### src/rtl/bmc_pkg.sv
package bmc_pkg;
  localparam int unsigned DEF_SAD_W = 14;
  localparam int unsigned DEF_MV_W  = 16;
  localparam int unsigned DEF_LANES = 3;
endpackage

### src/rtl/bmc_lane_min.sv
module bmc_lane_min #(
  parameter int unsigned SAD_W = bmc_pkg::DEF_SAD_W,
  parameter int unsigned MV_W  = bmc_pkg::DEF_MV_W,
  parameter int unsigned LANES = bmc_pkg::DEF_LANES
) (
  input  logic                   clk,
  input  logic                   rst_n,
  input  logic                   flush,
  input  logic                   in_valid,
  input  logic                   in_last,
  input  logic [LANES*SAD_W-1:0] sad_in,
  input  logic [LANES*MV_W-1:0]  mv_in,
  output logic                   s1_valid,
  output logic                   s1_last,
  output logic [SAD_W-1:0]       s1_sad,
  output logic [MV_W-1:0]        s1_mv
);
  logic [SAD_W-1:0] lane_sad [LANES];
  logic [MV_W-1:0]  lane_mv  [LANES];

  genvar g;
  generate
    for (g = 0; g < LANES; g++) begin : g_lane
      assign lane_sad[g] = sad_in[g*SAD_W +: SAD_W];
      assign lane_mv[g]  = mv_in[g*MV_W +: MV_W];
    end
  endgenerate

  logic [SAD_W-1:0] win_sad;
  logic [MV_W-1:0]  win_mv;

  // Strict compare: lower lane index wins on ties.
  always_comb begin
    win_sad = lane_sad[0];
    win_mv  = lane_mv[0];
    for (int j = 1; j < LANES; j++) begin
      if (lane_sad[j] < win_sad) begin
        win_sad = lane_sad[j];
        win_mv  = lane_mv[j];
      end
    end
  end

  logic take;
  logic valid_d, last_d;
  assign take    = in_valid & ~flush;
  assign valid_d = take;
  assign last_d  = take & in_last;

  always_ff @(posedge clk or negedge rst_n) begin
    if (!rst_n) begin
      s1_valid <= 1'b0;
      s1_last  <= 1'b0;
    end else begin
      s1_valid <= valid_d;
      s1_last  <= last_d;
    end
  end

  always_ff @(posedge clk or negedge rst_n) begin
    if (!rst_n) begin
      s1_sad <= '0;
      s1_mv  <= '0;
    end else if (take) begin
      s1_sad <= win_sad;
      s1_mv  <= win_mv;
    end
  end
endmodule

### src/rtl/bmc_best_track.sv
module bmc_best_track #(
  parameter int unsigned SAD_W = bmc_pkg::DEF_SAD_W,
  parameter int unsigned MV_W  = bmc_pkg::DEF_MV_W
) (
  input  logic             clk,
  input  logic             rst_n,
  input  logic             start,
  input  logic             s1_valid,
  input  logic             s1_last,
  input  logic [SAD_W-1:0] s1_sad,
  input  logic [MV_W-1:0]  s1_mv,
  output logic [SAD_W-1:0] best_sad,
  output logic [MV_W-1:0]  best_mv,
  output logic             done
);
  localparam logic [SAD_W-1:0] SAD_MAX = {SAD_W{1'b1}};

  logic [SAD_W-1:0] sad_d;
  logic [MV_W-1:0]  mv_d;
  logic             done_d;
  logic             better;

  assign better = s1_valid & (s1_sad < best_sad);

  always_comb begin
    sad_d  = best_sad;
    mv_d   = best_mv;
    done_d = done;
    if (start) begin
      sad_d  = SAD_MAX;
      mv_d   = '0;
      done_d = 1'b0;
    end else begin
      if (better) begin
        sad_d = s1_sad;
        mv_d  = s1_mv;
      end
      if (s1_valid && s1_last) begin
        done_d = 1'b1;
      end
    end
  end

  always_ff @(posedge clk or negedge rst_n) begin
    if (!rst_n) begin
      best_sad <= SAD_MAX;
      best_mv  <= '0;
      done     <= 1'b0;
    end else begin
      best_sad <= sad_d;
      best_mv  <= mv_d;
      done     <= done_d;
    end
  end
endmodule

### src/rtl/best_match_cmp.sv
module best_match_cmp #(
  parameter int unsigned SAD_W = bmc_pkg::DEF_SAD_W,
  parameter int unsigned MV_W  = bmc_pkg::DEF_MV_W,
  parameter int unsigned LANES = bmc_pkg::DEF_LANES
) (
  input  logic                   clk,
  input  logic                   rst_n,
  input  logic                   start,
  input  logic                   in_valid,
  input  logic                   in_last,
  input  logic [LANES*SAD_W-1:0] sad_in,
  input  logic [LANES*MV_W-1:0]  mv_in,
  output logic [SAD_W-1:0]       best_sad,
  output logic [MV_W-1:0]        best_mv,
  output logic                   done
);
  logic             s1_valid;
  logic             s1_last;
  logic [SAD_W-1:0] s1_sad;
  logic [MV_W-1:0]  s1_mv;

  bmc_lane_min #(.SAD_W(SAD_W), .MV_W(MV_W), .LANES(LANES)) u_lane_min (
    .clk      (clk),
    .rst_n    (rst_n),
    .flush    (start),
    .in_valid (in_valid),
    .in_last  (in_last),
    .sad_in   (sad_in),
    .mv_in    (mv_in),
    .s1_valid (s1_valid),
    .s1_last  (s1_last),
    .s1_sad   (s1_sad),
    .s1_mv    (s1_mv)
  );

  bmc_best_track #(.SAD_W(SAD_W), .MV_W(MV_W)) u_best (
    .clk      (clk),
    .rst_n    (rst_n),
    .start    (start),
    .s1_valid (s1_valid),
    .s1_last  (s1_last),
    .s1_sad   (s1_sad),
    .s1_mv    (s1_mv),
    .best_sad (best_sad),
    .best_mv  (best_mv),
    .done     (done)
  );
endmodule

### config.mk
export PLATFORM = sky130hd
export DESIGN_NAME = best_match_cmp
export DESIGN_NICKNAME = d
export VERILOG_FILES = /design/src/rtl/bmc_pkg.sv /design/src/rtl/bmc_lane_min.sv /design/src/rtl/bmc_best_track.sv /design/src/rtl/best_match_cmp.sv
export SDC_FILE = /design/constraint.sdc
export NUM_CORES = 1
export LEC_CHECK = 0
export ABC_CLOCK_PERIOD_IN_PS = 3700
export BUFFER_PORTS_ARGS = -buffer_cell sky130_fd_sc_hd__buf_2
export CAP_MARGIN = 10
export CORE_MARGIN = 3
export CORE_UTILIZATION = 45
export CTS_CLUSTER_SIZE = 25
export DETAILED_ROUTE_END_ITERATION = 16
export PLACE_DENSITY = 0.81
export SYNTH_ARGS = -nofsm -noshare
export SYNTH_HDL_FRONTEND = slang
export SYNTH_SLANG_ARGS = --single-unit
export TNS_END_PERCENT = 50
### constraint.sdc
create_clock -name clk -period 3.7 [get_ports clk]
set_clock_uncertainty 0.15 [all_clocks]
set_input_delay 0.185 -clock clk [delete_from_list [all_inputs] [get_ports clk]]
set_output_delay 0.185 -clock clk [all_outputs]
set_load 0.02 [all_outputs]
==> flow_metrics.tcl, run 1 <==
set metrics [dict create \
    grt_util_all_layers_pct 23.43 \
    timing.final.crit_share_pct 94.83 \
    ant_nets 0 \
    synthFlopType "dfrtp_1" \
    detailed_place_hpwl_um 8601 \
    ys_seq_area_share_pct 38.62 \
    grt-ovfl-total 0 \
    core_um2 8806 \
    power.total_mw 2.322 \
    synthArstFlopShare_pct 100.0 \
    cts_tree "built" \
    start_util_pct 46.87 \
    reg2reg_depth 10 \
    layout.nets 742 \
    synthAdderAreaFrac_pct 11.82 \
    synthMuxAreaShare_pct 8.730 \
    worst_slack_ps 191.5 \
    dp_cells 681 \
    relSlewSlack_pct 34.48 \
    required_ps 3780 \
    syn_avg_cell_area_um2 9.214 \
    ys_warn_count 0 \
    cp.arrival_ps 3590 \
    fmax_ghz 0.2850 \
    r2r_start "u_best.best_sad[7]" \
    cp-start-kind "input port" \
    power-per-cell-area_nw_per_um2 418.6 \
    synth_compound_gate_area_share_pct 21.92 \
    fin_crit_ps 3509 \
    die-area_um2 10360 \
    post-place-ws_ps -306.2 \
    synth_most_common_cell "nand2_1" \
    hold_start "sad_in[37]" \
    yosysUniqueCellTypes 40 \
    synthSimpleGateAreaFrac_pct 12.49 \
    diodes 0 \
    end_kind "flop" \
    wl_um 12030 \
    grt_max_degree 46 \
    reg2reg_slack_ps 930 \
    yosysTopAreaCell "dfrtp_1" \
    drive_gt1_share_pct 35.73 \
    r2r_end "u_best.best_mv[6]" \
    rsz0062_at_grt "no" \
    clock-root-buffer "clkbuf_8" \
    synthXorXnorAreaFrac_pct 0 \
    cts.sinks 63 \
    critPathMaxFanout 14 \
    setup-violations-final 0 \
    numCtsBuffers 9 \
    tightest_slew_ps 982.9 \
    grt_pass1_wl_um 19310 \
    worstSetupPathType "in -> reg" \
    die_w_um 101.8 \
    dr.first_iter.drc_count 326 \
    rows 34 \
    synth_top_family_by_area "compound AO/OA/AOI/OAI gates" \
    worstHoldPathCells 3 \
    synth_common_cells "51 x nand2_1, 49 x dfrtp_1, 49 x nor2_1, 40 x inv_1, 39 x ha_1" \
    via_per_inst 5.652 \
    antenna_found_initial 0 \
    maxCapViolations 0 \
    synth_edf_count 0 \
    cts_buffer_depth 2 \
    ir_drop_mv 0.1978 \
    clkTransAtPathRegs_ps 80 \
    io_pins 126 \
    gp_congestion 0.8687 \
    clk_latency_ps 340 \
    port-buffer-count 125 \
    synth_area_um2 4128 \
    area_growth_pct 34.37 \
    cts_max_level 3 \
    synth_top_cell_area_share_pct 29.71 \
    dr.pass1.iters 5 \
    grt_pass1_vias 4028 \
    leakagePower_nw 2.866 \
    syn_nets 582 \
    syn_inst 448 \
    ys_ff_latch 63 \
    final-hold-violation-count 0 \
    wire_per_inst_um 16.69 \
    status "finished clean" \
    drcViolationCount 0 \
    num_vias 4075 \
    num-fill-cells 697 \
    whs_endpoint "u_lane_min.s1_sad[9]" \
    fin_cells 721 \
    die_h_um 101.8 \
    hold_class "in -> reg" \
    slew_viol_final 0 \
    synth_area_leaders "dfrtp_1 30%, ha_1 12%, dfstp_2 8.9%, nand2_1 4.6%, nor2_1 4.5%" \
]
==> how the worst max path moves through the flow <==
stage | slack, ps | cells past startpoint | from | end
finish | 190 | 19 | sad_in[3] | u_lane_min.s1_mv[10]
global route | 20 | 19 | sad_in[3] | u_lane_min.s1_mv[8]
CTS | 20 | 17 | sad_in[3] | u_lane_min.s1_mv[12]
detailed placement | -310 | 17 | sad_in[3] | u_lane_min.s1_mv[15]
global placement | -140 | 17 | sad_in[3] | u_lane_min.s1_mv[8]
floorplan | -240 | 17 | sad_in[17] | u_lane_min.s1_mv[10]
==> power breakdown <==
part           total, mW  internal [mW]  switching, mW  leakage [nW]
sequential         0.906          0.818         0.0888         0.777
clock              0.627          0.333          0.294         0.101
combinational      0.788          0.379          0.410          1.99
==> worst max-delay path, stage by stage <==
cell and delay [ps]:
buf_2 130, inv_8 30, ha_4 200, a211o_1 280
a21oi_1 130, o21ai_1 110, a211oi_4 240, buf_6 170
buf_4 140, nor2_1 40, a21oi_1 200, ha_1 300
a21oi_1 200, o21ai_1 110, a221oi_2 310, nand2b_4 210
o31ai_4 100, buf_12 170, a221o_1 320
==> sequential cells by signal, indices dropped and copies added (netlist names) <==
signal / flops
u_lane_min.s1_sad: 14
u_lane_min.s1_last: 1
u_lane_min.s1_valid: 1
u_best.done: 1
u_best.best_sad: 14
u_lane_min.s1_mv: 16
u_best.best_mv: 16
==> layout by cell type (no fill, tap or decap), types with 2 or more instances in the layout <==
cell             n
a211o_1         14
o221ai_1        11
nor3_1           2
mux2i_1         17
nand2_1         51
dfrtp_1         49
nand2b_1         3
clkbuf_8        10
a21oi_1         22
nand4_1          8
dfstp_2         14
o21ai_0         17
o211ai_1         2
o21ai_1          4
nor2_1          48
buf_2          125
a21o_1           6
inv_6            2
clkinv_1         2
a2bb2oi_1       13
a211oi_1         2
ha_1            38
a221o_1         16
a21oi_2          3
buf_4           29
dlygate4sd3_1   18
inv_1           39
buf_12           3
nand3_1          4
o221ai_2         2
mux2_2          16
==> final cells by class <==
class	instances	area, um^2	share of cell area, %
repair buffers	176	1095	19.74
clock buffers	10	137.6	2.481
flip-flops and latches	63	1594	28.74
well taps	108	135.1	2.436
inverters	41	161.4	2.910
multi-input cells	317	2356	42.48
clock inverters	6	67.56	1.218
==> stage by stage <==
step	util (%)	area, um^2	hold slack [ps]	setup TNS, ps
detailed placement	57.70	5081	239.3	-7437
global route	62.99	5547	30.60	0
floorplan	-	4234	-260.6	-5364
finish	62.99	5547	20.54	0
CTS	62.08	5466	16.94	0
global placement	57.70	5081	232.3	-2978
==> kinds of logic after synthesis <==
logic type / count (synthesis)
multiplexers: 34
AO/OA/AOI/OAI: 121
adder cells (fa/ha/maj): 39
AND/OR/NAND/NOR: 123
flip-flops: 63
buffers and inverters: 68
==> timing repair <==
item,CTS,global route
buffers inserted,0,6
setup endpoints to repair,0,29
hold endpoints to repair,49,0
hold buffers,18,0
resized for setup,0,8
==> layer usage <==
layer	global-route usage [%]	vias to the layer above	routed length, um
met3	3.994	32	737
met5	0	-	0
met1	30.91	1944	5041
met4	10.33	0	342
li1	-	1934	-
met2	37.88	165	5913
Power figures use the tool's default switching activity.
==> run 2, diff against run 1 <==
- CORE_UTILIZATION: 45 -> 35
- PLACE_DENSITY: 0.81 -> 0.68
==> run 2 against run 1 <==
Final area increased by 5.1%; global-route usage decreased by 5.6 points; total power increased by 7.0%; critical endpoint is now u_lane_min.s1_mv[4].
==> flow_metrics.tcl, run 2 (same netlist as run 1, synthesis figures left out) <==
set metrics [dict create \
    status "finished clean" \
    drive_gt1_share_pct 37.78 \
    grt_util_all_layers_pct 17.80 \
    io_pins 126 \
    area_growth_pct 41.16 \
    start_util_pct 36.00 \
    final_common_cell "buf_2" \
    power-per-cell-area_nw_per_um2 426.3 \
    cts_tree "built" \
    port-buffer-count 125 \
    cp-start-kind "input port" \
    fmax_ghz 0.2812 \
    slew_viol_final 0 \
    antenna_found_initial 0 \
    dr.first_iter.drc_count 260 \
    maxCapViolations 0 \
    fin_crit_ps 3557 \
    grt-ovfl-total 0 \
    hold_class "in -> reg" \
    cts_max_level 3 \
    clock-root-buffer "clkbuf_16" \
    r2r_start "u_best.best_sad[7]" \
    detailed_place_hpwl_um 8885 \
    clk_latency_ps 330 \
    final-hold-violation-count 0 \
    cp_num_buf_inv 4 \
    die_w_um 114.6 \
    fin_cells 765 \
    timing.final.crit_share_pct 96.13 \
    drcViolationCount 0 \
    tightest_slew_ps 835.4 \
    reg.largest.list "u_best.best_mv x16, u_lane_min.s1_mv x16" \
    wire_per_inst_um 15.82 \
    cp_slowest_cell "a221o_1" \
    reg2reg_depth 10 \
    reg2reg_slack_ps 850 \
    layout.nets 751 \
    cp.arrival_ps 3620 \
    clkTransAtPathRegs_ps 60 \
    numCtsBuffers 9 \
    grt_max_degree 38 \
    worstHoldPathCells 3 \
    r2r_end "u_best.best_sad[1]" \
    grt_pass1_wl_um 18820 \
    diodes 0 \
    gp_congestion 0.8370 \
    ant_nets 0 \
    cts.sinks 63 \
    die-area_um2 13130 \
    ir_drop_mv 0.2370 \
    grt_pass1_vias 3936 \
    crit_family "compound AO/OA/AOI/OAI gates" \
    worstSetupPathType "in -> reg" \
    required_ps 3760 \
    die_h_um 114.6 \
    relSlewSlack_pct 44.31 \
    cts_buffer_depth 2 \
    cp_cell_sequence "buf_4 -> ha_4 -> a211o_1 -> a21oi_2 -> o21ai_2 -> a211oi_4 -> buf_6 -> nor2_1 -> a21oi_4 -> ha_4 -> a211oi_2 -> nor2_2 -> nor4_2 -> nand2_1 -> mux2i_4 -> buf_6 -> o31ai_4 -> clkbuf_16 -> a221o_1" \
    core_um2 11470 \
    rows 39 \
    slowest_delay_ps 290 \
    end_kind "flop" \
    critPathMaxFanout 8 \
    hold_start "sad_in[38]" \
    dr.pass1.iters 5 \
    via_per_inst 5.328 \
    postPlaceCellArea_um2 5185 \
    final_cell_mix "123 x buf_2, 51 x nand2_1, 49 x dfrtp_1, 47 x nor2_1, 39 x inv_1" \
    leakagePower_nw 2.981 \
    setup-violations-final 0 \
    num_vias 4076 \
    fin_area_um2 5827 \
    whs_endpoint "u_lane_min.s1_sad[10]" \
    wl_um 12100 \
    dp_cells 724 \
]
## run 2: cell types whose count changed in the layout (fill, tap and decap cells not counted), moves of 2 or more
cell and change:
clkbuf_16 +10, clkbuf_8 -10, buf_4 +6, buf_6 +4
buf_2 -2, clkinv_2 +2, ha_1 -2, ha_4 +2
inv_6 -2, o21ai_1 -2
## run 2: stage by stage
step	utilization (%)	worst slack [ps]	power, mW	hold WS, ps	TNS, ps
after CTS	49.11	8.444	2.446	39.83	0
after global routing	50.81	-78.21	2.624	55.65	-1304
final	50.81	143.4	2.484	40.76	0
after floorplan	-	-239.7	1.386	-260.6	-5364
after global placement	45.22	-240.8	1.643	169.7	-6050
after detailed placement	45.22	-331.9	1.677	186.8	-8016
## run 2: report_power, final
| group | total (mW) | switching, mW | internal [mW] |
|---|---|---|---|
| registers | 0.907 | 0.0872 | 0.819 |
| clock network | 0.749 | 0.300 | 0.449 |
| logic | 0.828 | 0.420 | 0.409 |
| total | 2.48 | 0.807 | 1.68 |
## run 2: cell type report
| type | instances | area (um^2) |
|---|---|---|
| flip-flops and latches | 63 | 1594 |
| clock inverters | 6 | 37.54 |
| fillers | 1054 | 5640 |
| clock buffers | 10 | 229.0 |
| multi-input cells | 317 | 2426 |
| repair buffers | 185 | 1200 |
| inverters | 41 | 161.4 |
| well taps | 143 | 178.9 |
## run 2: routing by layer
layer  share of wire (%)  vias to the layer above  wire [um]  track usage, %
li1                    -                     1951          -               -
met2                  49                      149       5884           29.18
met1                  45                     1955       5423           23.98
met3                 4.4                       21        536           2.801
met4                 2.1                        0        256           5.859
met5                   0                        -          0               0
## run 2: timing repair
action / 4_1_cts / 5_1_grt
gates resized for setup: 0 / 26
endpoints found under the setup margin: 0 / 29
hold buffers: 18 / 0
endpoints found under the hold margin: 48 / 0
buffers inserted: 0 / 6
## run 2: tightest hold or removal path, cell delays in order
cell and delay [ps]:
buf_2 120, inv_1 50, o221ai_1 110
## run 2: how the worst max path moves through the flow
| stage | startpoint | endpoint | slack, ps | cells past startpoint |
|---|---|---|---|---|
| 2_1_floorplan | sad_in[17] | u_lane_min.s1_mv[10] | -240 | 17 |
| 3_3_place_gp | sad_in[3] | u_lane_min.s1_sad[7] | -240 | 18 |
| 3_5_place_dp | sad_in[3] | u_lane_min.s1_sad[5] | -330 | 18 |
| 4_1_cts | sad_in[3] | u_lane_min.s1_sad[5] | 8 | 18 |
| 5_1_grt | sad_in[4] | u_lane_min.s1_mv[11] | -80 | 20 |
| 6_report | sad_in[17] | u_lane_min.s1_mv[4] | 140 | 19 |
==> run 3, diff against run 2 <==
==> constraint.sdc (replaced) <==
create_clock -name clk -period 3.7 [get_ports clk]
set_clock_uncertainty 0.15 [all_clocks]
set_input_delay 0.74 -clock clk [delete_from_list [all_inputs] [get_ports clk]]
set_output_delay 0.74 -clock clk [all_outputs]
set_load 0.02 [all_outputs]
==> run 3 against run 2 <==
Die area unchanged; count of clock-buffer cells in the layout is the same; core utilization rose by 2.2 points; cell count is 1.0% higher; the run now ends with negative setup slack left; register-to-register slack improved by 90 ps; combinational power rose by 10%; worst setup slack worse by 350 ps; critical endpoint is now u_lane_min.s1_mv[9]; highest routed layer unchanged; critical path type unchanged; clock power up 10%; via count rose by 0.56%; total power grew 6.2%.
==> flow_metrics.tcl, run 3 (same netlist as run 1, synthesis figures left out) <==
set metrics [dict create \
    status "complete, but fails checks" \
    failed_checks "negative setup slack" \
    power_frac_clock_pct 31.2 \
    port-buffer-count 125 \
    power.total_mw 2.639 \
    worst_slack_ps -208.4 \
    drcViolationCount 0 \
    power-per-cell-area_nw_per_um2 434.5 \
    grt-ovfl-total 0 \
    p_int_mw 1.796 \
    worstSetupPathType "in -> reg" \
    wl_um 12560 \
    ant_nets 0 \
    swShare_pct 31.95 \
    die_h_um 114.6 \
    detailed_place_hpwl_um 8875 \
    relSlewSlack_pct 45.97 \
    wire_per_inst_um 16.25 \
    final_cell_mix "123 x buf_2, 52 x buf_4, 50 x nand2_1, 49 x dfrtp_1, 45 x nor2_1" \
    endpoint "u_lane_min.s1_mv[9]" \
    critPathMaxFanout 10 \
    cp_num_buf_inv 6 \
    cp_cell_sequence "buf_8 -> inv_8 -> ha_4 -> a211o_1 -> a21oi_2 -> o21ai_2 -> a211oi_4 -> buf_6 -> buf_8 -> a21oi_2 -> ha_2 -> a2111oi_4 -> o21ai_1 -> a221oi_2 -> nand2b_4 -> buf_6 -> o31ai_4 -> buf_12 -> a221o_1" \
    grt_max_degree 64 \
    tightest_slew_ps 810.5 \
    grt_pass1_wl_um 19830 \
    maxCapViolations 0 \
    cp_slowest_cell "a2111oi_4" \
    cts.sinks 63 \
    worstHoldPathCells 2 \
    num_vias 4099 \
    fin_crit_ps 3908 \
    slew_viol_final 0 \
    p_seq_share_pct 34.2 \
    required_ps 3760 \
    cp_num_cells 19 \
    dr.pass1.iters 4 \
    cts_buffer_depth 2 \
    ir_drop_mv 0.2094 \
    setup-violations-final 30 \
    fin_cells 773 \
    rsz0062_at_grt "yes" \
    clkTransAtPathRegs_ps 50 \
    timing.final.crit_share_pct 105.6 \
    numCtsBuffers 9 \
    start_util_pct 36.00 \
    leakagePower_nw 3.074 \
    final-hold-violation-count 0 \
    io_pins 126 \
    layout.nets 759 \
    crit_path_start "sad_in[3]" \
    area_growth_pct 47.17 \
    tns_ps -4884 \
    reg.largest.list "u_best.best_mv x16, u_lane_min.s1_mv x16" \
    grt_pass1_vias 4102 \
    grt_util_all_layers_pct 18.79 \
    dr.first_iter.drc_count 230 \
    die_w_um 114.6 \
    combPwrFrac_pct 34.5 \
    cp-start-kind "input port" \
    p_switching_mw 0.8433 \
    postCtsHoldBufs 0 \
    drive_gt1_share_pct 45.24 \
    slowest_delay_ps 330 \
    post-place-ws_ps -960.8 \
    gp_congestion 0.8148 \
    cts_max_level 3 \
    rows 39 \
    r2r_end "u_best.best_mv[3]" \
    final_common_cell "buf_2" \
    cp.arrival_ps 3970 \
    clock-root-buffer "clkbuf_16" \
    r2r_start "u_best.best_sad[7]" \
    hold_class "reg -> reg" \
    clk_latency_ps 330 \
    fmax_ghz 0.2559 \
    die-area_um2 13130 \
    antenna_found_initial 0 \
    dp_cells 742 \
    core_um2 11470 \
    crit_family "compound AO/OA/AOI/OAI gates" \
    reg2reg_depth 10 \
    diodes 0 \
    end_kind "flop" \
    reg2reg_slack_ps 940 \
    cts_tree "built" \
    via_per_inst 5.303 \
]
-- run 3: layout make-up --
type	count	area [um^2]
Fill cell	1032	5393
Multi-Input combinational cell	318	2576
Sequential cell	63	1594
Timing Repair Buffer	192	1274
Clock buffer	10	229.0
Tap cell	143	178.9
Inverter	41	161.4
Clock inverter	6	61.31
-- run 3: power by group through the flow --
stage                     combinational, mW  clock [mW]  sequential [mW]
after floorplan                       0.458           0            0.928
after global placement                0.752           0            0.909
after detailed placement              0.782           0            0.914
after CTS                             0.880       0.837            0.903
after global routing                   1.00       0.868            0.919
final                                 0.912       0.824            0.903
-- run 3: worst min path at each step --
stage,startpoint,to,slack (ps)
2_1_floorplan,rst_n,u_best.best_mv[0],290
3_3_place_gp,u_lane_min.s1_last,u_best.done,310
3_5_place_dp,u_lane_min.s1_last,u_best.done,330
4_1_cts,u_lane_min.s1_last,u_best.done,340
5_1_grt,u_lane_min.s1_last,u_best.done,360
6_report,u_lane_min.s1_last,u_best.done,340
-- run 3: repair_timing --
action	CTS	global route
gates cloned	2	1
resized for setup	58	7
setup endpoints to repair	30	30
buffers inserted	11	1
pin swaps	12	8
-- run 3: stage by stage --
step | hold slack (ps) | instance area, um^2 | util [%]
after floorplan | 294.4 | 4234 | -
after global placement | 312.0 | 5333 | 46.50
after detailed placement | 328.3 | 5333 | 46.50
after CTS | 343.8 | 6012 | 52.43
after global routing | 356.3 | 6075 | 52.97
final | 344.4 | 6075 | 52.97
-- run 3: per-layer routing --
layer	global-route usage, %	wire length (um)	up-vias
met5	0	0	-
met4	7.126	276	0
met3	3.436	593	23
met2	30.54	6214	132
met1	24.84	5475	1970
li1	-	-	1974
-- run 3: worst reg2reg max path, stage by stage (launching register included) --
cell,delay [ps]
dfstp_2,520
inv_1,50
ha_1,310
a21o_1,160
a21o_1,170
a21oi_1,200
o211ai_1,170
a21oi_4,330
buf_12,270
mux2i_1,250
nor2_1,60
